**src/rtl/lsq_pkg.sv**
```systemverilog
package lsq_pkg;
  localparam int AW = 5;
  localparam int DW = 16;

  typedef struct packed {
    logic [AW-1:0] addr;
    logic [DW-1:0] data;
  } wr_op_t;

  // basic control word: auto-negotiation enable (bit 12) and restart (bit 9)
  function automatic logic [DW-1:0] an_restart_word();
    logic [DW-1:0] w;
    w = '0;
    w[12] = 1'b1;
    w[9]  = 1'b1;
    return w;
  endfunction

  // cyclic step order 0 -> 1 -> 2 -> 0
  function automatic logic [1:0] step_after(input logic [1:0] s);
    return (s == 2'd2) ? 2'd0 : s + 2'd1;
  endfunction
endpackage

```
**src/rtl/lsq_plan.sv**
```systemverilog
module lsq_plan
  import lsq_pkg::*;
#(
  parameter logic [AW-1:0] SPEC_ADDR   = 5'h10,
  parameter logic [AW-1:0] EQ_ADDR     = 5'h1A,
  parameter logic [AW-1:0] CTRL_ADDR   = 5'h00,
  parameter logic [DW-1:0] SQ_VAL      = 16'h0008,
  parameter logic [DW-1:0] EQ_TRAIN    = 16'h2010,
  parameter logic [DW-1:0] EQ_DEFAULT  = 16'h3000,
  parameter int            HOLD_TICKS  = 3,
  parameter int            HW          = 2,
  parameter int            NOPS        = 3,
  parameter int            CW          = 2
) (
  input  logic [1:0]          step_i,
  input  logic [HW-1:0]       hold_i,
  input  logic                link_up_i,
  output wr_op_t [NOPS-1:0]   ops_o,
  output logic [CW-1:0]       cnt_o,
  output logic [1:0]          step_o,
  output logic [HW-1:0]       hold_o
);
  localparam logic [DW-1:0] ZERO = '0;

  always_comb begin
    ops_o  = '0;
    cnt_o  = '0;
    step_o = step_i;
    hold_o = hold_i;
    if (link_up_i) begin
      // undo whichever setting is in force
      case (step_i)
        2'd1: begin ops_o[0] = '{SPEC_ADDR, ZERO};     cnt_o = CW'(1); end
        2'd2: begin ops_o[0] = '{EQ_ADDR, EQ_DEFAULT}; cnt_o = CW'(1); end
        default: ;
      endcase
      step_o = 2'd0;
      hold_o = '0;
    end else if (hold_i != '0) begin
      hold_o = hold_i - 1'b1;
    end else begin
      case (step_i)
        2'd0: begin
          ops_o[0] = '{SPEC_ADDR, SQ_VAL};
          ops_o[1] = '{CTRL_ADDR, an_restart_word()};
          cnt_o    = CW'(2);
        end
        2'd1: begin
          ops_o[0] = '{SPEC_ADDR, ZERO};
          ops_o[1] = '{EQ_ADDR, EQ_TRAIN};
          ops_o[2] = '{CTRL_ADDR, an_restart_word()};
          cnt_o    = CW'(3);
        end
        default: begin
          ops_o[0] = '{EQ_ADDR, EQ_DEFAULT};
          ops_o[1] = '{CTRL_ADDR, an_restart_word()};
          cnt_o    = CW'(2);
        end
      endcase
      step_o = step_after(step_i);
      hold_o = HW'(HOLD_TICKS);
    end
  end
endmodule

```
**src/rtl/lsq_issue.sv**
```systemverilog
module lsq_issue
  import lsq_pkg::*;
#(
  parameter int NOPS = 3,
  parameter int CW   = 2
) (
  input  logic              clk,
  input  logic              rst_n,
  input  logic              load_i,
  input  wr_op_t [NOPS-1:0] ops_i,
  input  logic [CW-1:0]     cnt_i,
  input  logic              ack_i,
  output logic              req_o,
  output wr_op_t            op_o,
  output logic              busy_o
);
  wr_op_t [NOPS-1:0] q_r;
  logic [CW-1:0]     rem_r;

  assign req_o  = (rem_r != '0);
  assign busy_o = req_o;
  assign op_o   = q_r[0];

  always_ff @(posedge clk) begin
    if (!rst_n) begin
      q_r   <= '0;
      rem_r <= '0;
    end else if (load_i) begin
      q_r   <= ops_i;
      rem_r <= cnt_i;
    end else if (req_o && ack_i) begin
      q_r   <= {wr_op_t'('0), q_r[NOPS-1:1]};
      rem_r <= rem_r - 1'b1;
    end
  end
endmodule

```
**src/rtl/link_recover_seq.sv**
```systemverilog
module link_recover_seq
  import lsq_pkg::*;
#(
  parameter logic [AW-1:0] SPEC_ADDR  = 5'h10,
  parameter logic [AW-1:0] EQ_ADDR    = 5'h1A,
  parameter logic [AW-1:0] CTRL_ADDR  = 5'h00,
  parameter logic [DW-1:0] SQ_VAL     = 16'h0008,
  parameter logic [DW-1:0] EQ_TRAIN   = 16'h2010,
  parameter logic [DW-1:0] EQ_DEFAULT = 16'h3000,
  parameter int            HOLD_TICKS = 3
) (
  input  logic          clk,
  input  logic          rst_n,
  input  logic          tick,
  input  logic          enable,
  input  logic          link_up,
  output logic          wr_req,
  output logic [AW-1:0] wr_addr,
  output logic [DW-1:0] wr_data,
  input  logic          wr_ack,
  output logic          busy
);
  localparam int HW   = $clog2(HOLD_TICKS + 1);
  localparam int NOPS = 3;
  localparam int CW   = $clog2(NOPS + 1);

  logic [1:0]        step_q, step_d;
  logic [HW-1:0]     hold_q, hold_d;
  wr_op_t [NOPS-1:0] plan_ops;
  logic [CW-1:0]     plan_cnt;
  wr_op_t            cur_op;
  logic              tick_take;

  assign tick_take = tick && enable && !busy;

  lsq_plan #(
    .SPEC_ADDR(SPEC_ADDR), .EQ_ADDR(EQ_ADDR), .CTRL_ADDR(CTRL_ADDR),
    .SQ_VAL(SQ_VAL), .EQ_TRAIN(EQ_TRAIN), .EQ_DEFAULT(EQ_DEFAULT),
    .HOLD_TICKS(HOLD_TICKS), .HW(HW), .NOPS(NOPS), .CW(CW)
  ) u_plan (
    .step_i(step_q), .hold_i(hold_q), .link_up_i(link_up),
    .ops_o(plan_ops), .cnt_o(plan_cnt), .step_o(step_d), .hold_o(hold_d)
  );

  lsq_issue #(.NOPS(NOPS), .CW(CW)) u_issue (
    .clk(clk), .rst_n(rst_n), .load_i(tick_take), .ops_i(plan_ops),
    .cnt_i(plan_cnt), .ack_i(wr_ack), .req_o(wr_req), .op_o(cur_op),
    .busy_o(busy)
  );

  assign wr_addr = cur_op.addr;
  assign wr_data = cur_op.data;

  always_ff @(posedge clk) begin
    if (!rst_n) begin
      step_q <= 2'd0;
      hold_q <= '0;
    end else if (tick_take) begin
      step_q <= step_d;
      hold_q <= hold_d;
    end
  end
endmodule

```
**config.mk**
```make
export PLATFORM = sky130hd
export DESIGN_NAME = link_recover_seq
export DESIGN_NICKNAME = d
export VERILOG_FILES = /design/src/rtl/lsq_pkg.sv /design/src/rtl/lsq_plan.sv /design/src/rtl/lsq_issue.sv /design/src/rtl/link_recover_seq.sv
export SDC_FILE = /design/constraint.sdc
export NUM_CORES = 1
export LEC_CHECK = 0
export ABC_AREA = 0
export BUFFER_PORTS_ARGS = -buffer_cell sky130_fd_sc_hd__buf_2
export CAP_MARGIN = 20
export CORE_ASPECT_RATIO = 0.9
export CORE_UTILIZATION = 50
export CTS_CLUSTER_SIZE = 24
export DETAILED_ROUTE_END_ITERATION = 12
export PLACE_DENSITY = 0.78
export SLEW_MARGIN = 10
export SYNTH_ARGS = -nofsm -noshare
export SYNTH_HDL_FRONTEND = slang
export SYNTH_HIERARCHICAL = 1
export SYNTH_SLANG_ARGS = --single-unit
```
**constraint.sdc**
```tcl
create_clock -name clk -period 4.3 [get_ports clk]
set_input_delay 0.86 -clock clk [delete_from_list [all_inputs] [get_ports clk]]
set_output_delay 0.86 -clock clk [all_outputs]
set_load 0.1 [all_outputs]
```
==> results.tsv, run 1 <==
stage	metric	value	unit
outcome	status	complete, no violations	
yosys	Synth Instances	423	
final_layout	commonest non-fill, non-tap cells in the layout	dfxtp_1 (69), a21oi_1 (64), mux2i_1 (48), conb_1 (48), o21ai_0 (44)	
global_route	All-Layer GR Usage	15.26	%
clock_tree	H-Tree Level Count	3	
global_route	number of global-route vias before repair	2120	
worst_setup_path	R2R Path Start	u_issue/rem_r[0]$_SDFFE_PN0P_	
power_and_ir_drop	VDD IR-drop max	0.0002143	V
timing	RSZ-0062 raised after global routing	false	
worst_setup_path	Largest stage delay, worst path	0.58	ns
clock_tree	hold_buf cts	0	
drt	Final ANT Viol Nets	0	
final_layout	fillers	691	
global_route	largest net degree at the start of global routing	67	
worst_setup_path	crit path DAT	2.90	ns
clock_tree	clock tree buffer depth	2	
min_path	hold depth	2	
drt	WL/cell	10.81	microns
worst_setup_path	CP startpoint kind	flip-flop	
timing	achievable frequency	379.3	MHz
power_and_ir_drop	Pwr Total	1.801	mW
drt	routed wire length	5417	microns
die	Die Y	82.80	microns
clock_tree	clock latency on the worst-skew pair	0.34	ns
worst_setup_path	Setup Crit Path Kind	flip-flop to flip-flop	
global_route	first-pass GRT wire length	9177	microns
global_route	total gr overflow	0	
die	Starting Density	51.53	%
drt	First-pass DRT Iterations	5	
clock_tree	clock root buffer	clkbuf_8	
yosys	Top FF cell, synth	dfxtp_1	
final_layout	Final Cell Area	0.003518	sq mm
clock_tree	CTS clk-pin slew, worst paths	0.07	ns
worst_setup_path	CP cell instances	inv_1 > ha_1 > inv_1 > and3b_1 > buf_4 > inv_2 > buf_4 > o21ai_0 > a21oi_1	
die	core footprint	0.007039	sq mm
drt	via/cell ratio	4.691	
yosys	warnings from Yosys	6	
timing	Fin. Hold Viols	0	
clock_tree	Setup Buffers After CTS	0	
timing	Least-Margin Pin Slew	0.9518	ns
placed_design	PortBufs	28	
yosys	Mapped Area	0.003627	sq mm
timing	final slew viol count	0	
drt	via count	2350	
yosys	EDFF count, synth	0	
placed_design	placed cell area	0.003327	sq mm
final_layout	area grow syn2layout	-3.001	%
placed_design	Placer Congestion	0.7441	
worst_setup_path	reg-to-reg endpoint	u_issue/q_r[28]$_SDFFE_PN0P_	
timing	final worst path period share	61.31	%
final_layout	Ant. Diodes	0	
placed_design	hpwl dp	3386	microns
flow_run	max-capacitance violation count	0	
clock_tree	clk sink count	69	
clock_tree	cts repair resizes	0	
timing	Final Skew	0.009022	ns
die	die area	0.007599	sq mm
drt	top layer in use	met4	
clock_tree	CTS tree	done	
global_route	initial antenna violation count	0	
yosys	ys async rst share	0	%
yosys	syn avg cell area	8.575	sq um
worst_setup_path	CP endpoint kind	flip-flop	
drt	initial DRC count	85	
timing	setup violators final	0	
yosys	sequential area share after synthesis	38.08	%
final_layout	Total Nets Final	416	
drt	# DRC	0	
worst_setup_path	CP max stage cell	inv_2	
power_and_ir_drop	leakage	1.675	nW
die	io pins	29	
power_and_ir_drop	Cell Pwr Density	511.9	mW/mm^2
final_layout	fraction of layout cells with a size suffix above 1	12.50	%
timing	Fin Hold WS	0.4635	ns
min_path	Hold Crit Class	flip-flop to flip-flop	
drt	M1 WL	2793	microns
drt	met2 routed WL	2343	microns
die	# rows	29	
clock_tree	CTS Buf Count	9	
drt	routed wl met3	217	microns
final_layout	Final Util	49.98	%
yosys	library cells used by synthesis	25	
worst_setup_path	CP Data Required Time	4.56	ns
yosys	register bit total from synthesis	69	
min_path	hold_sp	hold_q[1]$_SDFFE_PN0P_	
timing	min Tclk post-route	2.636	ns
worst_setup_path	crit-path max FO	55	
timing	total negative setup slack	0	ns
worst_setup_path	R2R setup slack	1.66	ns
min_path	hold path endpoint	hold_q[1]$_SDFFE_PN0P_	
die	die width	91.78	microns
final_layout	commonest non-fill, non-tap cell in the layout	dfxtp_1	
timing	relative slew slack	36.55	%
worst_setup_path	R2R depth	9	
how the worst max path moves through the flow:
stage	end	cells past startpoint	from	slack, ns
6_report	u_issue/q_r[28]$_SDFFE_PN0P_	9	u_issue/rem_r[0]$_SDFFE_PN0P_	1.66
2_1_floorplan	u_issue/op_o[0]$_SDFFE_PN0P_	10	u_issue/rem_r[0]$_SDFFE_PN0P_	1.86
3_5_place_dp	u_issue/q_r[28]$_SDFFE_PN0P_	7	enable	1.49
3_3_place_gp	u_issue/op_o[3]$_SDFFE_PN0P_	7	enable	1.53
5_1_grt	u_issue/q_r[28]$_SDFFE_PN0P_	9	u_issue/rem_r[0]$_SDFFE_PN0P_	1.47
4_1_cts	u_issue/q_r[28]$_SDFFE_PN0P_	9	u_issue/rem_r[0]$_SDFFE_PN0P_	1.69
report_power, final:
group | total (mW) | leakage, nW | internal, mW | switching, mW
Sequential | 0.746 | 0.565 | 0.710 | 0.0359
Combinational | 0.546 | 1.02 | 0.136 | 0.410
Clock | 0.510 | 0.0923 | 0.267 | 0.243
Total | 1.80 | 1.68 | 1.11 | 0.689
cells in the mapped netlist, types with 2 or more instances:
library cell	count	area, sq um
buf_6	5	56.30
inv_2	2	7.510
clkbuf_1	17	63.81
nand2b_4	2	27.53
buf_1	2	7.510
mux2i_1	48	480.5
ha_1	7	87.58
buf_2	4	20.02
nor2_1	6	22.52
inv_1	9	33.78
dfxtp_1	69	1381
nand3_1	22	110.1
a21oi_1	64	320.3
buf_4	80	600.6
nand2_1	33	123.9
o21ai_0	44	220.2
cells by family (layout without fill, tap and decap cells):
kind of cell	count (synthesis)	count (layout)	share of synthesized area [%]
buffers and inverters	120	58	21.97
AOI/OAI and AO/OA	110	110	15.28
DFF	69	69	38.08
and+or+nand+nor	67	67	8.659
muxes	48	48	13.25
adders and majority gates	7	7	2.415
other	1	48	0.1034
xor gates and xnor gates	1	1	0.2415
final cells by class:
cell class                 count  area [sq um]  area share, %
inverter                      11         41.29          1.174
tap                           93         116.4          3.307
multi-input combinational    281          1625          46.19
clock inverter                 6         63.81          1.814
timing repair buffer          31         162.7          4.623
sequential                    69          1381          39.26
clock buffer                  10         127.6          3.627
flip-flops by register name, summed over array words and instances (netlist names):
name,cells
step_q,2
u_issue/q_r,42
u_issue/op_o,21
u_issue/rem_r,2
hold_q,2
through the flow:
| step | cells | setup slack, ns |
|---|---|---|
| after floorplan | 470 | 1.862 |
| after global placement | 485 | 1.528 |
| after detailed placement | 485 | 1.489 |
| after CTS | 501 | 1.694 |
| after global routing | 501 | 1.466 |
| final | 501 | 1.664 |
critical path: cells and delay by family, from the launching register on:
kind                       cells  cell delay (ns)
buffers and inverters          5             1.44
DFF                            1             0.31
AOI/OAI and AO/OA              2             0.34
and+or+nand+nor                1             0.17
adders and majority gates      1             0.27
metal layers:
metal | track usage [%] | vias to the layer above
li1 | - | 1262
met1 | 18.47 | 1050
met2 | 24.06 | 34
met3 | 6.960 | 4
met4 | 5.114 | 0
met5 | 0 | -
Power figures use the tool's default switching activity.
==> run 2, diff against run 1 <==
--- a/config.mk
+++ b/config.mk
@@ -5,14 +5,14 @@
 export SDC_FILE = /design/constraint.sdc
 export NUM_CORES = 1
 export LEC_CHECK = 0
-export ABC_AREA = 0
+export ABC_AREA = 1
 export BUFFER_PORTS_ARGS = -buffer_cell sky130_fd_sc_hd__buf_2
 export CAP_MARGIN = 20
 export CORE_ASPECT_RATIO = 0.9
 export CORE_UTILIZATION = 50
 export CTS_CLUSTER_SIZE = 24
 export DETAILED_ROUTE_END_ITERATION = 12
-export PLACE_DENSITY = 0.78
+export PLACE_DENSITY = 0.81
 export SLEW_MARGIN = 10
 export SYNTH_ARGS = -nofsm -noshare
 export SYNTH_HDL_FRONTEND = slang
==> constraint.sdc (replaced) <==
create_clock -name clk -period 2.4 [get_ports clk]
set_input_delay 0.48 -clock clk [delete_from_list [all_inputs] [get_ports clk]]
set_output_delay 0.48 -clock clk [all_outputs]
set_load 0.1 [all_outputs]
==> run 2 against run 1 <==
- cell count grew 31%
- routed wire length grew 28%
- synthesized area grew 7.4%
- clock power grew 66%
- die area is 7.2% higher
==> results.tsv, run 2 <==
stage	metric	value	unit	change
outcome	status	complete, no violations		unchanged
yosys	syn avg cell area	6.729	sq um	was 8.575 sq um
yosys	synth top area cells	dfxtp_1 (35%), nand2_1 (21%), buf_4 (16%)		was dfxtp_1 (38%), buf_4 (17%), mux2i_1 (13%)
timing	final worst path period share	84.45	%	was 61.31%
yosys	post-synth top area cell	dfxtp_1		unchanged
worst_setup_path	R2R setup slack	0.37	ns	was 1.66 ns
clock_tree	CTS Buf Count	9		unchanged
final_layout	Largest Register	u_issue/q_r		unchanged
clock_tree	Setup Buffers After CTS	0		unchanged
timing	Fin. Hold Viols	0		unchanged
global_route	total gr overflow	0		unchanged
final_layout	Non-Filler Instances	658		was 501
yosys	library cells used by synthesis	19		was 25
die	# rows	30		was 29
timing	relative slew slack	45.51	%	was 36.55%
worst_setup_path	Most common cell on crit path	inv_1		
global_route	initial antenna violation count	0		unchanged
timing	final slew viol count	0		unchanged
placed_design	hpwl dp	4260	microns	was 3386 microns
drt	# DRC	0		unchanged
timing	Least-Margin Pin Slew	0.8145	ns	was 0.9518 ns
timing	total negative setup slack	0	ns	unchanged
worst_setup_path	CP cell instances	inv_1 > ha_1 > inv_1 > inv_1 > nand3_4 > clkinv_1 > inv_2 > nand2_2 > nor2_1 > nor2_1		was inv_1 > ha_1 > inv_1 > and3b_1 > buf_4 > inv_2 > buf_4 > o21ai_0 > a21oi_1
timing	Fin Hold WS	0.4260	ns	was 0.4635 ns
worst_setup_path	CP top delay family	simple AND/OR/NAND/NOR gates		was buffers and inverters
min_path	Hold Crit Class	input pin to flip-flop		was flip-flop to flip-flop
die	die width	95.05	microns	was 91.78 microns
power_and_ir_drop	VDD IR-drop max	0.0004966	V	was 0.0002143 V
drt	Final ANT Viol Nets	0		unchanged
placed_design	PortBufs	28		unchanged
yosys	Synth Instances	579		was 423
power_and_ir_drop	Reg power frac	41.3	%	was 41.4%
die	core footprint	0.007545	sq mm	was 0.007039 sq mm
final_layout	Ant. Diodes	0		unchanged
clock_tree	clk sink count	69		unchanged
yosys	cell with the most instances after synthesis	nand2_1		was buf_4
yosys	sequential area share after synthesis	35.45	%	was 38.08%
placed_design	dpl cells	642		was 485
worst_setup_path	crit path DAT	2.26	ns	was 2.90 ns
final_layout	fraction of layout cells with a size suffix above 1	10.50	%	was 12.50%
clock_tree	hold_buf cts	0		unchanged
worst_setup_path	CP Data Required Time	2.64	ns	was 4.56 ns
drt	initial DRC count	232		was 85
yosys	Top FF cell, synth	dfxtp_1		unchanged
global_route	number of global-route vias before repair	2794		was 2,120
yosys	EDFF count, synth	0		unchanged
yosys	ys async rst share	0	%	unchanged
worst_setup_path	number of buffer and inverter stages on the critical path	5		unchanged
die	Starting Density	51.64	%	was 51.53%
clock_tree	clock root buffer	clkbuf_8		unchanged
power_and_ir_drop	Clock power frac	27.2	%	was 28.3%
clock_tree	clock latency on the worst-skew pair	0.35	ns	was 0.34 ns
power_and_ir_drop	Cell Pwr Density	817.8	mW/mm^2	was 511.9 mW/mm^2
yosys	warnings from Yosys	6		unchanged
global_route	first-pass GRT wire length	11660	microns	was 9177 microns
drt	routed wire length	6919	microns	was 5417 microns
final_layout	Total Nets Final	570		was 416
worst_setup_path	CP startpoint kind	flip-flop		unchanged
die	Die Y	85.75	microns	was 82.80 microns
die	io pins	29		unchanged
yosys	register bit total from synthesis	69		unchanged
worst_setup_path	worst setup path end	u_issue/rem_r[0]$_SDFFE_PN0P_		was u_issue/q_r[28]$_SDFFE_PN0P_
worst_setup_path	R2R Path Start	u_issue/rem_r[0]$_SDFFE_PN0P_		unchanged
final_layout	fillers	746		was 691
clock_tree	CTS clk-pin slew, worst paths	0.07	ns	about the same
power_and_ir_drop	leakage	1.723	nW	was 1.675 nW
final_layout	commonest non-fill, non-tap cell in the layout	nand2_1		was dfxtp_1
worst_setup_path	reg-to-reg endpoint	u_issue/rem_r[0]$_SDFFE_PN0P_		was u_issue/q_r[28]$_SDFFE_PN0P_
power_and_ir_drop	switching share of power	40.45	%	was 38.26%
drt	via count	3119		was 2,350
worst_setup_path	Setup Crit Path Kind	flip-flop to flip-flop		unchanged
worst_setup_path	R2R depth	10		was 9
die	die area	0.008150	sq mm	was 0.007599 sq mm
worst_setup_path	Largest stage delay, worst path	0.48	ns	was 0.58 ns
drt	WL/cell	10.52	microns	was 10.81 microns
final_layout	commonest non-fill, non-tap cells in the layout	nand2_1 (212), dfxtp_1 (69), nand3_1 (66), a21oi_1 (65), conb_1 (48)		was dfxtp_1 (69), a21oi_1 (64), mux2i_1 (48), conb_1 (48), o21ai_0 (44)
placed_design	Placer Congestion	0.7914		was 0.7441
yosys	most frequent cells after synthesis	nand2_1 (213), buf_4 (85), dfxtp_1 (69), nand3_1 (66), a21oi_1 (65)		was buf_4 (80), dfxtp_1 (69), a21oi_1 (64), mux2i_1 (48), o21ai_0 (44)
worst_setup_path	critical path depth	10		was 9
timing	RSZ-0062 raised after global routing	false		unchanged
clock_tree	H-Tree Level Count	3		unchanged
timing	achievable frequency	493.4	MHz	was 379.3 MHz
power_and_ir_drop	sw power	1.255	mW	was 0.6890 mW
timing	Final Skew	0.01147	ns	was 0.009022 ns
global_route	All-Layer GR Usage	17.90	%	was 15.26%
final_layout	area grow syn2layout	-2.601	%	was -3.001%
drt	via/cell ratio	4.740		was 4.691
global_route	largest net degree at the start of global routing	75		was 67
yosys	Synth top area share	35.45	%	was 38.08%
drt	First-pass DRT Iterations	4		was 5
worst_setup_path	CP Launch Point	u_issue/rem_r[0]$_SDFFE_PN0P_		unchanged
worst_setup_path	crit-path max FO	45		was 55
clock_tree	CTS tree	done		unchanged
worst_setup_path	CP max stage cell	nand2_2		was inv_2
flow_run	max-capacitance violation count	0		unchanged
power_and_ir_drop	combinational share of power	31.5	%	was 30.3%
final_layout	max reg flops	42		unchanged
clock_tree	cts repair resizes	0		unchanged
power_and_ir_drop	P_int	1.848	mW	was 1.112 mW
worst_setup_path	CP endpoint kind	flip-flop		unchanged
yosys	Mapped Area	0.003896	sq mm	was 0.003627 sq mm
timing	setup violators final	0		unchanged
clock_tree	clock tree buffer depth	2		unchanged
timing	min Tclk post-route	2.027	ns	was 2.636 ns
run 2: changes by cell type in the layout (fill, tap and decap cells not counted), moves of 6 or more:
cell,previous run,this run
nand3_1,22,66
nand2_1,33,212
inv_1,9,15
o21ai_0,44,1
mux2i_1,48,0
nor2_1,6,17
run 2: kinds of logic after synthesis:
logic type               synth area share (%)
AND/OR/NAND/NOR                         31.41
flip-flops                              35.45
buffers and inverters                   22.06
adder cells (fa/ha/maj)                 2.248
AO/OA/AOI/OAI                           8.735
other                                 0.09625
run 2: metrics by stage:
| stage | cell area (sq um) | total power [mW] | utilization (%) | setup slack (ns) |
|---|---|---|---|---|
| 2_1_floorplan | 4073 | 2.257 | - | 0.1329 |
| 3_3_place_gp | 3618 | 2.252 | 47.96 | 0.4754 |
| 3_5_place_dp | 3618 | 2.277 | 47.96 | 0.3688 |
| 4_1_cts | 3795 | 3.119 | 50.30 | 0.3594 |
| 5_1_grt | 3795 | 3.279 | 50.30 | 0.1056 |
| 6_report | 3795 | 3.103 | 50.30 | 0.3732 |
run 2: routing by layer:
metal	track usage [%]	share of wire, %	up-vias
li1	-	-	1657
met1	20.11	45	1391
met2	31.79	50	59
met3	3.191	3.4	12
met4	9.780	1.8	0
met5	0	0	-
run 2: layout make-up:
class	instances	area [sq um]	share of cell area (%)
clock buffer	10	137.6	3.627
clock inverter	6	38.79	1.022
inverter	20	77.57	2.044
multi-input combinational	422	1834	48.33
sequential	69	1381	36.40
tap	96	120.1	3.165
timing repair buffer	35	205.2	5.407
run 2: tightest hold or removal path: stages:
cell and delay [ns]:
buf_2 0.14, nand2_1 0.07, nor2_1 0.03
run 2: how the worst min path moves through the flow:
| stage | startpoint | endpoint | slack, ns | cells after the start |
|---|---|---|---|---|
| after floorplan | u_issue/q_r[51]$_SDFFE_PN0P_ | u_issue/q_r[51]$_SDFFE_PN0P_ | 0.46 | 2 |
| after global placement | u_issue/q_r[49]$_SDFFE_PN0P_ | u_issue/q_r[49]$_SDFFE_PN0P_ | 0.47 | 2 |
| after detailed placement | u_issue/op_o[20]$_SDFFE_PN0P_ | u_issue/op_o[20]$_SDFFE_PN0P_ | 0.47 | 2 |
| after CTS | rst_n | hold_q[1]$_SDFFE_PN0P_ | 0.42 | 3 |
| after global routing | rst_n | hold_q[0]$_SDFFE_PN0P_ | 0.45 | 3 |
| final | rst_n | hold_q[1]$_SDFFE_PN0P_ | 0.43 | 3 |
run 2: power groups by stage:
stage / clock (mW) / sequential [mW] / combinational, mW
after floorplan: 0 / 1.30 / 0.960
after global placement: 0 / 1.30 / 0.949
after detailed placement: 0 / 1.31 / 0.969
after CTS: 0.862 / 1.28 / 0.976
after global routing: 0.909 / 1.29 / 1.08
final: 0.846 / 1.28 / 0.977
==> run 3, diff against run 2 <==
==> constraint.sdc (replaced) <==
create_clock -name clk -period 1.71 [get_ports clk]
set_input_delay 0.342 -clock clk [delete_from_list [all_inputs] [get_ports clk]]
set_output_delay 0.342 -clock clk [all_outputs]
set_load 0.1 [all_outputs]
==> run 3 against run 2 <==
- count of clock-buffer cells in the layout did not move
- worst hold slack got worse by 0.13 ns
- register-to-register slack got worse by 0.17 ns
- global-route usage fell by 0.49 points
- die area did not move
- sequential power rose by 41%
- setup slack got worse by 0.27 ns
- final area rose by 4.6%
- cell count rose by 0.61%
==> results.tsv, run 3 (synthesized netlist as in run 2, its figures left out) <==
stage	metric	value	unit	change
global_route	largest net degree at the start of global routing	65		was 75
die	die area	0.008150	sq mm	unchanged
die	Die Y	85.75	microns	unchanged
drt	initial DRC count	212		was 232
worst_setup_path	CP Data Required Time	1.37	ns	was 2.64 ns
clock_tree	cts repair resizes	0		unchanged
placed_design	hpwl dp	4087	microns	was 4260 microns
global_route	first-pass GRT wire length	11390	microns	was 11,660 microns
clock_tree	CTS clk-pin slew, worst paths	0.07	ns	about the same
timing	Fin. Hold Viols	0		unchanged
worst_setup_path	reg-to-reg endpoint	u_issue/op_o[12]$_SDFFE_PN0P_		was u_issue/rem_r[0]$_SDFFE_PN0P_
timing	min Tclk post-route	1.610	ns	
final_layout	fraction of layout cells with a size suffix above 1	12.19	%	was 10.50%
worst_setup_path	crit path DAT	1.27	ns	was 2.26 ns
power_and_ir_drop	Cell Pwr Density	1177	mW/mm^2	was 817.8 mW/mm^2
worst_setup_path	CP endpoint kind	primary output		was flip-flop
clock_tree	CTS Buf Count	9		unchanged
clock_tree	clk sink count	69		unchanged
final_layout	commonest non-fill, non-tap cell in the layout	nand2_1		unchanged
worst_setup_path	CP Launch Point	u_issue/rem_r[1]$_SDFFE_PN0P_		was u_issue/rem_r[0]$_SDFFE_PN0P_
die	Starting Density	51.64	%	unchanged
drt	# DRC	0		unchanged
drt	Final ANT Viol Nets	0		unchanged
placed_design	Placer Congestion	0.7698		was 0.7914
drt	via/cell ratio	4.721		was 4.740
timing	Final Skew	0.006435	ns	was 0.01147 ns
outcome	status	complete, no violations		unchanged
clock_tree	clock tree buffer depth	2		unchanged
timing	fin worst setup slack	0.1004	ns	was 0.3732 ns
clock_tree	clock latency on the worst-skew pair	0.33	ns	was 0.35 ns
final_layout	commonest non-fill, non-tap cells in the layout	nand2_1 (212), dfxtp_1 (68), nand3_1 (66), a21oi_1 (65), conb_1 (48)		was nand2_1 (212), dfxtp_1 (69), nand3_1 (66), a21oi_1 (65), conb_1 (48)
timing	achievable frequency	621.3	MHz	
placed_design	placed cell area	0.003776	sq mm	was 0.003618 sq mm
final_layout	Final Cell Area	0.003968	sq mm	was 0.003795 sq mm
worst_setup_path	Largest stage delay, worst path	0.35	ns	was 0.48 ns
worst_setup_path	CP max stage cell	dfxtp_1		was nand2_2
worst_setup_path	CP cell instances	inv_2 > ha_4 > clkinvlp_4 > buf_4 > buf_12		was inv_1 > ha_1 > inv_1 > inv_1 > nand3_4 > clkinv_1 > inv_2 > nand2_2 > nor2_1 > nor2_1
global_route	All-Layer GR Usage	17.41	%	was 17.90%
timing	RSZ-0062 raised after global routing	false		unchanged
min_path	hold depth	3		unchanged
placed_design	dpl cells	646		was 642
die	io pins	29		unchanged
drt	First-pass DRT Iterations	5		was 4
min_path	hold_sp	rst_n		unchanged
flow_run	max-capacitance violation count	0		unchanged
worst_setup_path	crit-path max FO	3		was 45
timing	final slew viol count	0		unchanged
global_route	total gr overflow	0		unchanged
placed_design	Placement Setup Slack	0.2128	ns	was 0.3688 ns
power_and_ir_drop	leakage	1.781	nW	was 1.723 nW
power_and_ir_drop	VDD IR-drop max	0.0004536	V	was 0.0004966 V
die	core footprint	0.007545	sq mm	unchanged
drt	WL/cell	10.02	microns	was 10.52 microns
final_layout	max reg flops	42		unchanged
global_route	number of global-route vias before repair	2704		was 2,794
worst_setup_path	R2R setup slack	0.20	ns	was 0.37 ns
timing	setup violators final	0		unchanged
clock_tree	hold_buf cts	0		unchanged
die	die width	95.05	microns	unchanged
die	# rows	30		unchanged
global_route	initial antenna violation count	0		unchanged
timing	final worst path period share	94.13	%	
worst_setup_path	CP startpoint kind	flip-flop		unchanged
min_path	Hold Crit Class	input pin to flip-flop		unchanged
placed_design	PortBufs	28		unchanged
final_layout	area grow syn2layout	1.831	%	was -2.601%
final_layout	Total Nets Final	574		was 570
final_layout	Non-Filler Instances	662		was 658
clock_tree	CTS tree	done		unchanged
final_layout	Ant. Diodes	0		unchanged
clock_tree	H-Tree Level Count	3		unchanged
worst_setup_path	R2R depth	11		was 10
drt	via count	3125		was 3,119
min_path	hold path endpoint	u_issue/rem_r[0]$_SDFFE_PN0P_		was hold_q[1]$_SDFFE_PN0P_
clock_tree	clock root buffer	clkbuf_8		unchanged
worst_setup_path	Setup Crit Path Kind	flip-flop to primary output		was flip-flop to flip-flop
drt	routed wire length	6630	microns	was 6919 microns
worst_setup_path	R2R Path Start	u_issue/rem_r[1]$_SDFFE_PN0P_		was u_issue/rem_r[0]$_SDFFE_PN0P_
power_and_ir_drop	Pwr Total	4.670	mW	was 3.103 mW
timing	total negative setup slack	0	ns	unchanged
final_layout	Largest Register	u_issue/q_r		unchanged
clock_tree	Setup Buffers After CTS	0		unchanged
run 3: cell types whose count changed in the layout (fill, tap and decap cells not counted), sizes merged:
cell,before,now
buf,35,39
clkinvlp,2,3
clkinv,5,3
bufinv,0,1
run 3: worst max path at each step:
stage | end | slack (ns) | cells after the start
3_5_place_dp | u_issue/op_o[12]$_SDFFE_PN0P_ | 0.21 | 11
2_1_floorplan | u_issue/op_o[0]$_SDFFE_PN0P_ | -0.18 | 11
3_3_place_gp | u_issue/op_o[12]$_SDFFE_PN0P_ | 0.26 | 11
6_report | busy | 0.10 | 5
4_1_cts | busy | 0.08 | 5
5_1_grt | wr_req | 0.04 | 5
run 3: metrics by stage:
| stage | util [%] | hold WS (ns) |
|---|---|---|
| 6_report | 52.59 | 0.2937 |
| 5_1_grt | 52.59 | 0.2799 |
| 4_1_cts | 52.59 | 0.2765 |
| 3_5_place_dp | 50.05 | 0.4702 |
| 3_3_place_gp | 50.05 | 0.4651 |
| 2_1_floorplan | - | 0.4550 |
run 3: final cells by class:
| cell class | instances | area (sq um) |
|---|---|---|
| sequential | 69 | 1383 |
| clock buffer | 10 | 127.6 |
| timing repair buffer | 39 | 340.3 |
| inverter | 20 | 86.33 |
| tap | 96 | 120.1 |
| multi-input combinational | 422 | 1847 |
| clock inverter | 6 | 63.81 |
| fill | 703 | 3577 |
run 3: metal layers:
metal / up-vias / routed length, microns / GRT usage, % / part of all wire [%]
met2: 79 / 3336 / 31.33 / 50
met3: 4 / 295 / 3.280 / 4.4
met1: 1373 / 2947 / 19.84 / 44
met5: - / 0 / 0 / 0
met4: 0 / 51 / 7.713 / 0.77
li1: 1669 / - / - / -
run 3: worst max-delay path: cells and delay by family (launching register included):
family	cells	cell delay, ns
adders and majority gates	1	0.16
buffers and inverters	4	0.42
DFF	1	0.35
run 3: power breakdown:
part / leakage (nW) / internal, mW / switching, mW / total [mW]
clock network: 0.0923 / 0.671 / 0.612 / 1.28
logic: 1.13 / 0.482 / 1.10 / 1.59
registers: 0.560 / 1.73 / 0.0678 / 1.80
total: 1.78 / 2.89 / 1.78 / 4.67
